===== config.mk =====
export PLATFORM = sky130hd
export DESIGN_NAME = irq_vector_ctrl
export DESIGN_NICKNAME = d
export VERILOG_FILES = /design/src/rtl/irqc_pkg.sv /design/src/rtl/irqc_pin_trig.sv /design/src/rtl/irqc_flag_bank.sv /design/src/rtl/irqc_prio_sel.sv /design/src/rtl/irq_vector_ctrl.sv
export SDC_FILE = /design/constraint.sdc
export NUM_CORES = 1
export LEC_CHECK = 0
export BUFFER_PORTS_ARGS = -buffer_cell sky130_fd_sc_hd__buf_4
export CORE_ASPECT_RATIO = 2
export CORE_MARGIN = 2
export CORE_UTILIZATION = 45
export DETAILED_ROUTE_END_ITERATION = 12
export GPL_ROUTABILITY_DRIVEN = 0
export HOLD_SLACK_MARGIN = 0.06
export MAX_ROUTING_LAYER = met4
export PLACE_DENSITY = 0.73
export SETUP_SLACK_MARGIN = 0.05
export SLEW_MARGIN = 20
export SYNTH_ARGS = -nofsm -noshare
export SYNTH_HDL_FRONTEND = slang
export SYNTH_SLANG_ARGS = --single-unit

===== constraint.sdc =====
create_clock -name clk -period 3.3 [get_ports clk]
set_input_delay 0.165 -clock clk [delete_from_list [all_inputs] [get_ports clk]]
set_output_delay 0.165 -clock clk [all_outputs]
set_load 0.01 [all_outputs]

===== src/rtl/irqc_pkg.sv =====
package irqc_pkg;

   localparam int unsigned SRC_COUNT = 11;
   localparam int unsigned HI_COUNT  = 7;
   localparam int unsigned TOP_BIT   = 6;
   localparam int unsigned EXT_COUNT = 3;

   localparam int unsigned A_REQ_HI = 0;
   localparam int unsigned A_REQ_LO = 1;
   localparam int unsigned A_EN_HI  = 2;
   localparam int unsigned A_EN_LO  = 3;
   localparam int unsigned A_TRIG   = 4;

   typedef enum logic [1:0] {
      TRIG_LEVEL = 2'b00,
      TRIG_FALL  = 2'b01,
      TRIG_RISE  = 2'b10,
      TRIG_BOTH  = 2'b11
   } trig_e;

   // Source index served by external pin k.
   function automatic int unsigned ext_src(input int unsigned k);
      case (k)
         0:       return 2;
         1:       return 3;
         default: return 6;
      endcase
   endfunction

   function automatic bit in_hi(input int unsigned s);
      return s < HI_COUNT;
   endfunction

   // Bit position of source s inside its byte.
   function automatic int unsigned byte_pos(input int unsigned s);
      return in_hi(s) ? (TOP_BIT - s) : (TOP_BIT - (s - HI_COUNT));
   endfunction

endpackage


===== src/rtl/irqc_pin_trig.sv =====
module irqc_pin_trig
   import irqc_pkg::*;
#(
   parameter int unsigned SYNC_STAGES = 2
) (
   input  logic  clk,
   input  logic  rst_n,
   input  logic  pin,
   input  trig_e mode,
   output logic  set_o
);

   logic [SYNC_STAGES-1:0] sq;
   logic                   prev_q;
   logic                   synced;
   logic                   rise;
   logic                   fall;

   always_ff @(posedge clk or negedge rst_n) begin
      if (!rst_n) begin
         sq     <= '0;
         prev_q <= 1'b0;
      end else begin
         sq[0] <= pin;
         for (int i = 1; i < SYNC_STAGES; i++) begin
            sq[i] <= sq[i-1];
         end
         prev_q <= synced;
      end
   end

   assign synced = sq[SYNC_STAGES-1];
   assign rise   = synced & ~prev_q;
   assign fall   = ~synced & prev_q;

   always_comb begin
      unique case (mode)
         TRIG_LEVEL: set_o = synced;
         TRIG_FALL:  set_o = fall;
         TRIG_RISE:  set_o = rise;
         TRIG_BOTH:  set_o = rise | fall;
         default:    set_o = 1'b0;
      endcase
   end

endmodule


===== src/rtl/irqc_flag_bank.sv =====
module irqc_flag_bank
   import irqc_pkg::*;
#(
   parameter int unsigned NSRC   = 11,
   parameter int unsigned NEXT   = 3,
   parameter int unsigned DATA_W = 8,
   parameter int unsigned ADDR_W = 3
) (
   input  logic              clk,
   input  logic              rst_n,
   input  logic              wr_en,
   input  logic [ADDR_W-1:0] addr,
   input  logic [DATA_W-1:0] wr_data,
   input  logic [NSRC-1:0]   hw_set,
   input  logic [NSRC-1:0]   ack_clr,
   output logic [NSRC-1:0]   req_q,
   output logic [NSRC-1:0]   en_q,
   output logic [2*NEXT-1:0] trig_q,
   output logic [DATA_W-1:0] rd_data
);

   localparam int unsigned TW = 2 * NEXT;

   logic [NSRC-1:0] req_nxt;
   logic [NSRC-1:0] en_nxt;
   logic wr_req_hi, wr_req_lo, wr_en_hi, wr_en_lo, wr_trig;

   assign wr_req_hi = wr_en && (addr == ADDR_W'(A_REQ_HI));
   assign wr_req_lo = wr_en && (addr == ADDR_W'(A_REQ_LO));
   assign wr_en_hi  = wr_en && (addr == ADDR_W'(A_EN_HI));
   assign wr_en_lo  = wr_en && (addr == ADDR_W'(A_EN_LO));
   assign wr_trig   = wr_en && (addr == ADDR_W'(A_TRIG));

   wire unused_wr_top = wr_data[DATA_W-1];

   // Precedence: accept clear < software write < hardware set.
   always_comb begin
      for (int s = 0; s < NSRC; s++) begin
         req_nxt[s] = req_q[s];
         en_nxt[s]  = en_q[s];
         if (ack_clr[s]) req_nxt[s] = 1'b0;
         if (in_hi(s)) begin
            if (wr_req_hi) req_nxt[s] = wr_data[byte_pos(s)];
            if (wr_en_hi)  en_nxt[s]  = wr_data[byte_pos(s)];
         end else begin
            if (wr_req_lo) req_nxt[s] = wr_data[byte_pos(s)];
            if (wr_en_lo)  en_nxt[s]  = wr_data[byte_pos(s)];
         end
         if (hw_set[s]) req_nxt[s] = 1'b1;
      end
   end

   always_ff @(posedge clk or negedge rst_n) begin
      if (!rst_n) begin
         req_q  <= '0;
         en_q   <= '0;
         trig_q <= '0;
      end else begin
         req_q <= req_nxt;
         en_q  <= en_nxt;
         if (wr_trig) trig_q <= wr_data[TW-1:0];
      end
   end

   always_comb begin
      rd_data = '0;
      case (addr)
         ADDR_W'(A_REQ_HI): for (int s = 0; s < HI_COUNT; s++) rd_data[byte_pos(s)] = req_q[s];
         ADDR_W'(A_REQ_LO): for (int s = HI_COUNT; s < NSRC; s++) rd_data[byte_pos(s)] = req_q[s];
         ADDR_W'(A_EN_HI):  for (int s = 0; s < HI_COUNT; s++) rd_data[byte_pos(s)] = en_q[s];
         ADDR_W'(A_EN_LO):  for (int s = HI_COUNT; s < NSRC; s++) rd_data[byte_pos(s)] = en_q[s];
         ADDR_W'(A_TRIG):   rd_data[TW-1:0] = trig_q;
         default:           rd_data = '0;
      endcase
   end

endmodule


===== src/rtl/irqc_prio_sel.sv =====
module irqc_prio_sel #(
   parameter int unsigned NSRC      = 11,
   parameter logic [15:0] VEC_TOP   = 16'hFFFC,
   parameter int unsigned VEC_STEP  = 2,
   parameter logic [15:0] RESET_VEC = 16'hFFFE,
   parameter int unsigned STYLE     = 0
) (
   input  logic [NSRC-1:0] pend,
   output logic            any,
   output logic [NSRC-1:0] grant,
   output logic [15:0]     vec
);

   localparam int unsigned IDX_W = $clog2(NSRC);

   logic [IDX_W-1:0] idx;

   generate
      if (STYLE == 0) begin : g_scan
         // Downward scan: the last hit is the lowest index.
         always_comb begin
            idx = '0;
            for (int i = NSRC - 1; i >= 0; i--) begin
               if (pend[i]) idx = IDX_W'(i);
            end
            grant = pend[idx] ? (NSRC'(1) << idx) : '0;
         end
      end else begin : g_isolate
         // Two's-complement isolation of the lowest set bit.
         always_comb begin
            grant = pend & (~pend + NSRC'(1));
            idx   = '0;
            for (int i = 0; i < NSRC; i++) begin
               if (grant[i]) idx = idx | IDX_W'(i);
            end
         end
      end
   endgenerate

   assign any = |pend;
   assign vec = any ? (VEC_TOP - (16'(idx) * 16'(VEC_STEP))) : RESET_VEC;

endmodule


===== src/rtl/irq_vector_ctrl.sv =====
module irq_vector_ctrl
   import irqc_pkg::*;
#(
   parameter int unsigned NUM_SRC     = 11,
   parameter int unsigned NUM_EXT     = 3,
   parameter int unsigned DATA_W      = 8,
   parameter int unsigned ADDR_W      = 3,
   parameter int unsigned SYNC_STAGES = 2,
   parameter logic [15:0] VEC_TOP     = 16'hFFFC,
   parameter int unsigned VEC_STEP    = 2,
   parameter logic [15:0] RESET_VEC   = 16'hFFFE,
   parameter int unsigned PRIO_STYLE  = 0
) (
   input  logic               clk,
   input  logic               rst_n,
   input  logic               reg_we,
   input  logic [ADDR_W-1:0]  reg_addr,
   input  logic [DATA_W-1:0]  reg_wdata,
   output logic [DATA_W-1:0]  reg_rdata,
   input  logic [NUM_SRC-1:0] src_pulse,
   input  logic [NUM_EXT-1:0] ext_pin,
   input  logic               ei_stb,
   input  logic               di_stb,
   input  logic               reti_stb,
   input  logic               ack_stb,
   output logic               irq_req,
   output logic [15:0]        irq_vec
);

   generate
      if (NUM_SRC != SRC_COUNT) begin : g_bad_nsrc
         $error("NUM_SRC must equal the fixed source map size");
      end
      if (NUM_EXT != EXT_COUNT) begin : g_bad_next
         $error("NUM_EXT must equal the fixed external pin count");
      end
      if (DATA_W < 8) begin : g_bad_dw
         $error("DATA_W must hold a full flag byte");
      end
      if (ADDR_W < 3) begin : g_bad_aw
         $error("ADDR_W must reach five registers");
      end
      if (SYNC_STAGES < 1) begin : g_bad_sync
         $error("SYNC_STAGES must be at least one");
      end
      if (int'(VEC_TOP) < VEC_STEP * (NUM_SRC - 1)) begin : g_bad_vec
         $error("vector table would wrap below zero");
      end
   endgenerate

   logic [NUM_SRC-1:0]   req_q, en_q, hw_set, ack_clr, grant, edge_mask;
   logic [2*NUM_EXT-1:0] trig_q;
   logic [NUM_EXT-1:0]   pin_set;
   logic                 any_pend;
   logic                 master_q;
   logic                 accept;

   genvar k;
   generate
      for (k = 0; k < NUM_EXT; k++) begin : g_pin
         irqc_pin_trig #(.SYNC_STAGES(SYNC_STAGES)) u_trig (
            .clk   (clk),
            .rst_n (rst_n),
            .pin   (ext_pin[k]),
            .mode  (trig_e'(trig_q[2*k +: 2])),
            .set_o (pin_set[k])
         );
      end
   endgenerate

   always_comb begin
      hw_set    = src_pulse;
      edge_mask = '0;
      for (int p = 0; p < NUM_EXT; p++) begin
         hw_set[ext_src(p)]    = src_pulse[ext_src(p)] | pin_set[p];
         edge_mask[ext_src(p)] = (trig_q[2*p +: 2] != TRIG_LEVEL);
      end
   end

   assign accept  = ack_stb & irq_req;
   assign ack_clr = accept ? (grant & edge_mask) : '0;

   irqc_flag_bank #(
      .NSRC   (NUM_SRC),
      .NEXT   (NUM_EXT),
      .DATA_W (DATA_W),
      .ADDR_W (ADDR_W)
   ) u_bank (
      .clk     (clk),
      .rst_n   (rst_n),
      .wr_en   (reg_we),
      .addr    (reg_addr),
      .wr_data (reg_wdata),
      .hw_set  (hw_set),
      .ack_clr (ack_clr),
      .req_q   (req_q),
      .en_q    (en_q),
      .trig_q  (trig_q),
      .rd_data (reg_rdata)
   );

   irqc_prio_sel #(
      .NSRC      (NUM_SRC),
      .VEC_TOP   (VEC_TOP),
      .VEC_STEP  (VEC_STEP),
      .RESET_VEC (RESET_VEC),
      .STYLE     (PRIO_STYLE)
   ) u_prio (
      .pend  (req_q & en_q),
      .any   (any_pend),
      .grant (grant),
      .vec   (irq_vec)
   );

   // Master flag: accept beats disable, disable beats enable or return.
   always_ff @(posedge clk or negedge rst_n) begin
      if (!rst_n)                  master_q <= 1'b0;
      else if (accept)             master_q <= 1'b0;
      else if (di_stb)             master_q <= 1'b0;
      else if (ei_stb || reti_stb) master_q <= 1'b1;
   end

   assign irq_req = master_q & any_pend;

endmodule


==> results.md <==
* **status** completed
* **largest cells by area after synthesis** sky130_fd_sc_hd__dfrtp_1 (42%), sky130_fd_sc_hd__mux4_2 (6.0%), sky130_fd_sc_hd__mux2_1 (5.5%)
* **number of library cell types mapped by synthesis** 43
* **Reg2Reg Launch Point** u_bank.req_q[7]
* **die outline width** 54.2 µm
* **initial antenna violation count** 0
* **worst hold start** src_pulse[8]
* **worst setup path startpoint** u_bank.req_q[7]
* **area added between synthesis and finish** 20.3%
* **top flip-flop cell by instance count after synthesis** sky130_fd_sc_hd__dfrtp_1
* **maximum number of pins on one net before global-route repair** 39
* **shortest period the worst path allows** 2.32 ns
* **CP Capture Type** output pin
* **synthesis-stage register bit count** 38
* **detailed-route DRC error count** 0
* **area used by multi-input combinational logic** 0.00118 mm²
* **Worst Max-Slew Pin Slew** 0.792 ns
* **CTS tree** built
* **fraction of the yosys area taken by sequential cells** 42.0%
* **Yosys warning total** 0
* **longest individual stage delay on the worst path** 0.41 ns
* **HPWL after detailed placement** 3790 µm
* **number of buffers on the longest clock path** 2
* **fraction of post-synthesis cell area in the top cell type by area** 42.0%
* **sort of element at the start of the critical path** register
* **Die ar.** 0.00565 mm²
* **chain of cells forming the critical path** a22oi_1 -> o21ai_0 -> a21oi_1 -> nor2_1 -> ha_1 -> ha_1 -> nand2b_1 -> buf_4
* **placed cell area** 0.00256 mm²
* **remaining antenna violation count** 0
* **final setup violating endpoints** 0
* **GRT Overall Usage** 19.8%
* **per-cell routed wire length** 16.0 µm
* **final hold slack** 0.0610 ns
* **most frequent CP cell** sky130_fd_sc_hd__ha_1
* **gr ovfl total** 0
* **Hold Path Stages** 2
* **crit-path leading delay family** compound AO/OA/AOI/OAI gates
* **crit-path max FO** 4
* **cell depth of the worst flop-to-flop path** 9
* **Critical Path Stages** 8
* **critical path type** reg2out
* **signal arrival time at the worst endpoint** 2.16 ns
* **number of detailed-route iterations in the first pass** 4
* **synthesized-area fraction occupied by adder cells** 4.97%
* **routed wire length** 4890 µm
* **worst vdd ir** 388 µV
* **final standard cell area without fillers** 0.00273 mm²
* **Max-cap violations** 0
* **Worst slew margin** 47.0%
* **type of the most critical hold path** in2reg
* **Via density** 5.49
* **sequential cell area in the final layout** 951 µm²
* **Worst Path Buf+Inv** 1
* **CP max-delay cell** sky130_fd_sc_hd__dfrtp_1
* **placeable core area** 0.00486 mm²
* **vias after detailed routing** 1675
* **cell area after technology mapping** 0.00226 mm²
* **number of sinks on the clock net** 38
* **XOR/XNOR Fraction of Synth Area** 0%
* **number of placed I/O pins** 57
* **worst reg-to-reg setup slack** 1.45 ns
* **number of H-tree branching levels** 2
* **number of port buffers** 42
* **count of flip-flops with a built-in enable after synthesis** 0
* **site row count** 36
* **wire length of the first global-routing pass** 8020 µm
* **final hold violations** 0
* **fmax** 430 MHz
* **nets@finish** 290
* **required time reported for the critical path endpoint** 3.13 ns
* **Synth area leader** sky130_fd_sc_hd__dfrtp_1
* **post-route core utilization** 56.0%
* **leakage power** 1.25 nW
* **setup TNS** 0 ns
* **average size of a mapped cell** 11.4 µm²
* **power density relative to cell area** 465 mW/mm²
* **final period utilization** 70.4%
* **insertion delay of the later-clocked pin in the worst-skew pair** 0.29 ns
* **DRT iter0 DRCs** 44
* **fraction of registers with async set/reset** 100%
* **clock transition time at the flip-flop clock pins of the worst setup and hold paths** 0.07 ns
* **number of gates resized after CTS** 0
* **clock root buffer master** sky130_fd_sc_hd__clkbuf_8
* **main combinational cell family by area after synthesis** multiplexers
* **fraction of layout instances using a drive strength above 1** 27.0%
* **final number of max-transition violations** 0
* **gate count after technology mapping** 199
* **cts bufs inserted** 5
* **vias in the first global route** 1690
* **Die Y** 104 µm
* **number of fill cells in the layout** 430
* **area fraction in compound gates after synthesis** 12.5%
* **number of inserted diodes** 0
* **synthesized-area fraction occupied by and/or/nand/nor cells** 14.2%
* **setup repair after global routing missed its margin** false
* **Clock Skews** 0.00523 ns
* **effective utilization at floorplan** 46.6%
* **multiplexer area fraction after synthesis** 18.1%
## synth_stat cells (2+ instances only)
cell                        number
sky130_fd_sc_hd__dfrtp_1        38
sky130_fd_sc_hd__buf_4          15
sky130_fd_sc_hd__nor2_1         12
sky130_fd_sc_hd__inv_1          11
sky130_fd_sc_hd__mux2_1         11
sky130_fd_sc_hd__ha_1            9
sky130_fd_sc_hd__nor2b_1         9
sky130_fd_sc_hd__a211o_1         8
sky130_fd_sc_hd__a21oi_1         8
sky130_fd_sc_hd__nand2_1         8
sky130_fd_sc_hd__mux2_4          6
sky130_fd_sc_hd__mux2i_1         6
sky130_fd_sc_hd__mux4_2          6
sky130_fd_sc_hd__o21ai_1         6
sky130_fd_sc_hd__nand2b_1        5
sky130_fd_sc_hd__a22o_1          4
sky130_fd_sc_hd__and2_1          3
sky130_fd_sc_hd__o2111ai_1       3
sky130_fd_sc_hd__a211oi_1        2
sky130_fd_sc_hd__a22oi_1         2
sky130_fd_sc_hd__buf_2           2
sky130_fd_sc_hd__conb_1          2
sky130_fd_sc_hd__nand3_1         2
sky130_fd_sc_hd__o21ai_0         2
## logic make-up (layout without fill, tap and decap cells)
family                     after synthesis  in the layout
adders and majority gates                9              9
and+or+nand+nor                         51             51
muxes                                   29             29
buffers and inverters                   30             68
AOI/OAI and AO/OA                       40             40
DFF                                     38             38
other                                    2             13
## area by class of cell
cell class | count | share of cell area, %
clock buffer | 6 | 3.03
sequential | 38 | 34.9
tap | 57 | 2.62
multi-input combinational | 142 | 43.2
inverter | 11 | 1.52
timing repair buffer | 51 | 14.8
## per-layer routing
metal	track usage, %	wire (µm)
met3	3.30	183
met4	7.50	121
met5	-	0
met1	20.6	1760
met2	34.9	2830
## stage by stage
stage / total power [mW] / setup WS [ns] / cells
3_5_place_dp: 0.965 / 1.29 / 291
5_1_grt: 1.34 / 0.801 / 305
2_1_floorplan: 0.828 / 1.56 / 210
4_1_cts: 1.28 / 0.965 / 305
3_3_place_gp: 0.957 / 1.29 / 291
6_report: 1.27 / 0.976 / 305
## registers in the layout (all words and copies together) (netlist names)
register,count
u_bank.req_q,11
g_pin.u_trig.sq,6
u_bank.trig_q,6
g_pin.u_trig.prev_q,3
master_q,1
u_bank.en_q,11
## report_power, final
part | leakage (nW) | switching, mW | internal, mW
clock | 0.0431 | 0.145 | 0.161
sequential | 0.421 | 0.0664 | 0.524
combinational | 0.786 | 0.168 | 0.204
total | 1.25 | 0.379 | 0.889
## final timing paths
check / endpoint
worst min register to register: g_pin[0].u_trig.sq[1]
worst max-delay path: irq_vec[3]
min in group asynchronous: u_bank.req_q[5]
worst min-delay path: u_bank.req_q[8]
max in group asynchronous: u_bank.req_q[8]
worst max register to register: u_bank.req_q[3]
## cell usage in the layout (no fill, tap or decap), drive strengths merged, types with 3 or more instances in the layout
cell type / Yosys / final
a211o: 8 / 8
a21oi: 8 / 8
a22o: 4 / 4
and2: 3 / 3
buf: 18 / 43
clkbuf: 1 / 6
conb: 2 / 13
dfrtp: 38 / 38
dlygate4sd3: 0 / 8
ha: 9 / 9
inv: 11 / 11
mux2: 17 / 17
mux2i: 6 / 6
mux4: 6 / 6
nand2: 8 / 8
nand2b: 5 / 5
nand3: 3 / 3
nor2: 13 / 13
nor2b: 10 / 10
o2111ai: 3 / 3
o21ai: 8 / 8
## repair_timing
action	CTS	global route
setup endpoints to repair	0	0
buffers inserted	0	0
hold endpoints to repair	45	0
hold buffers	8	0
Note: power is estimated with default switching activity, not from simulation.
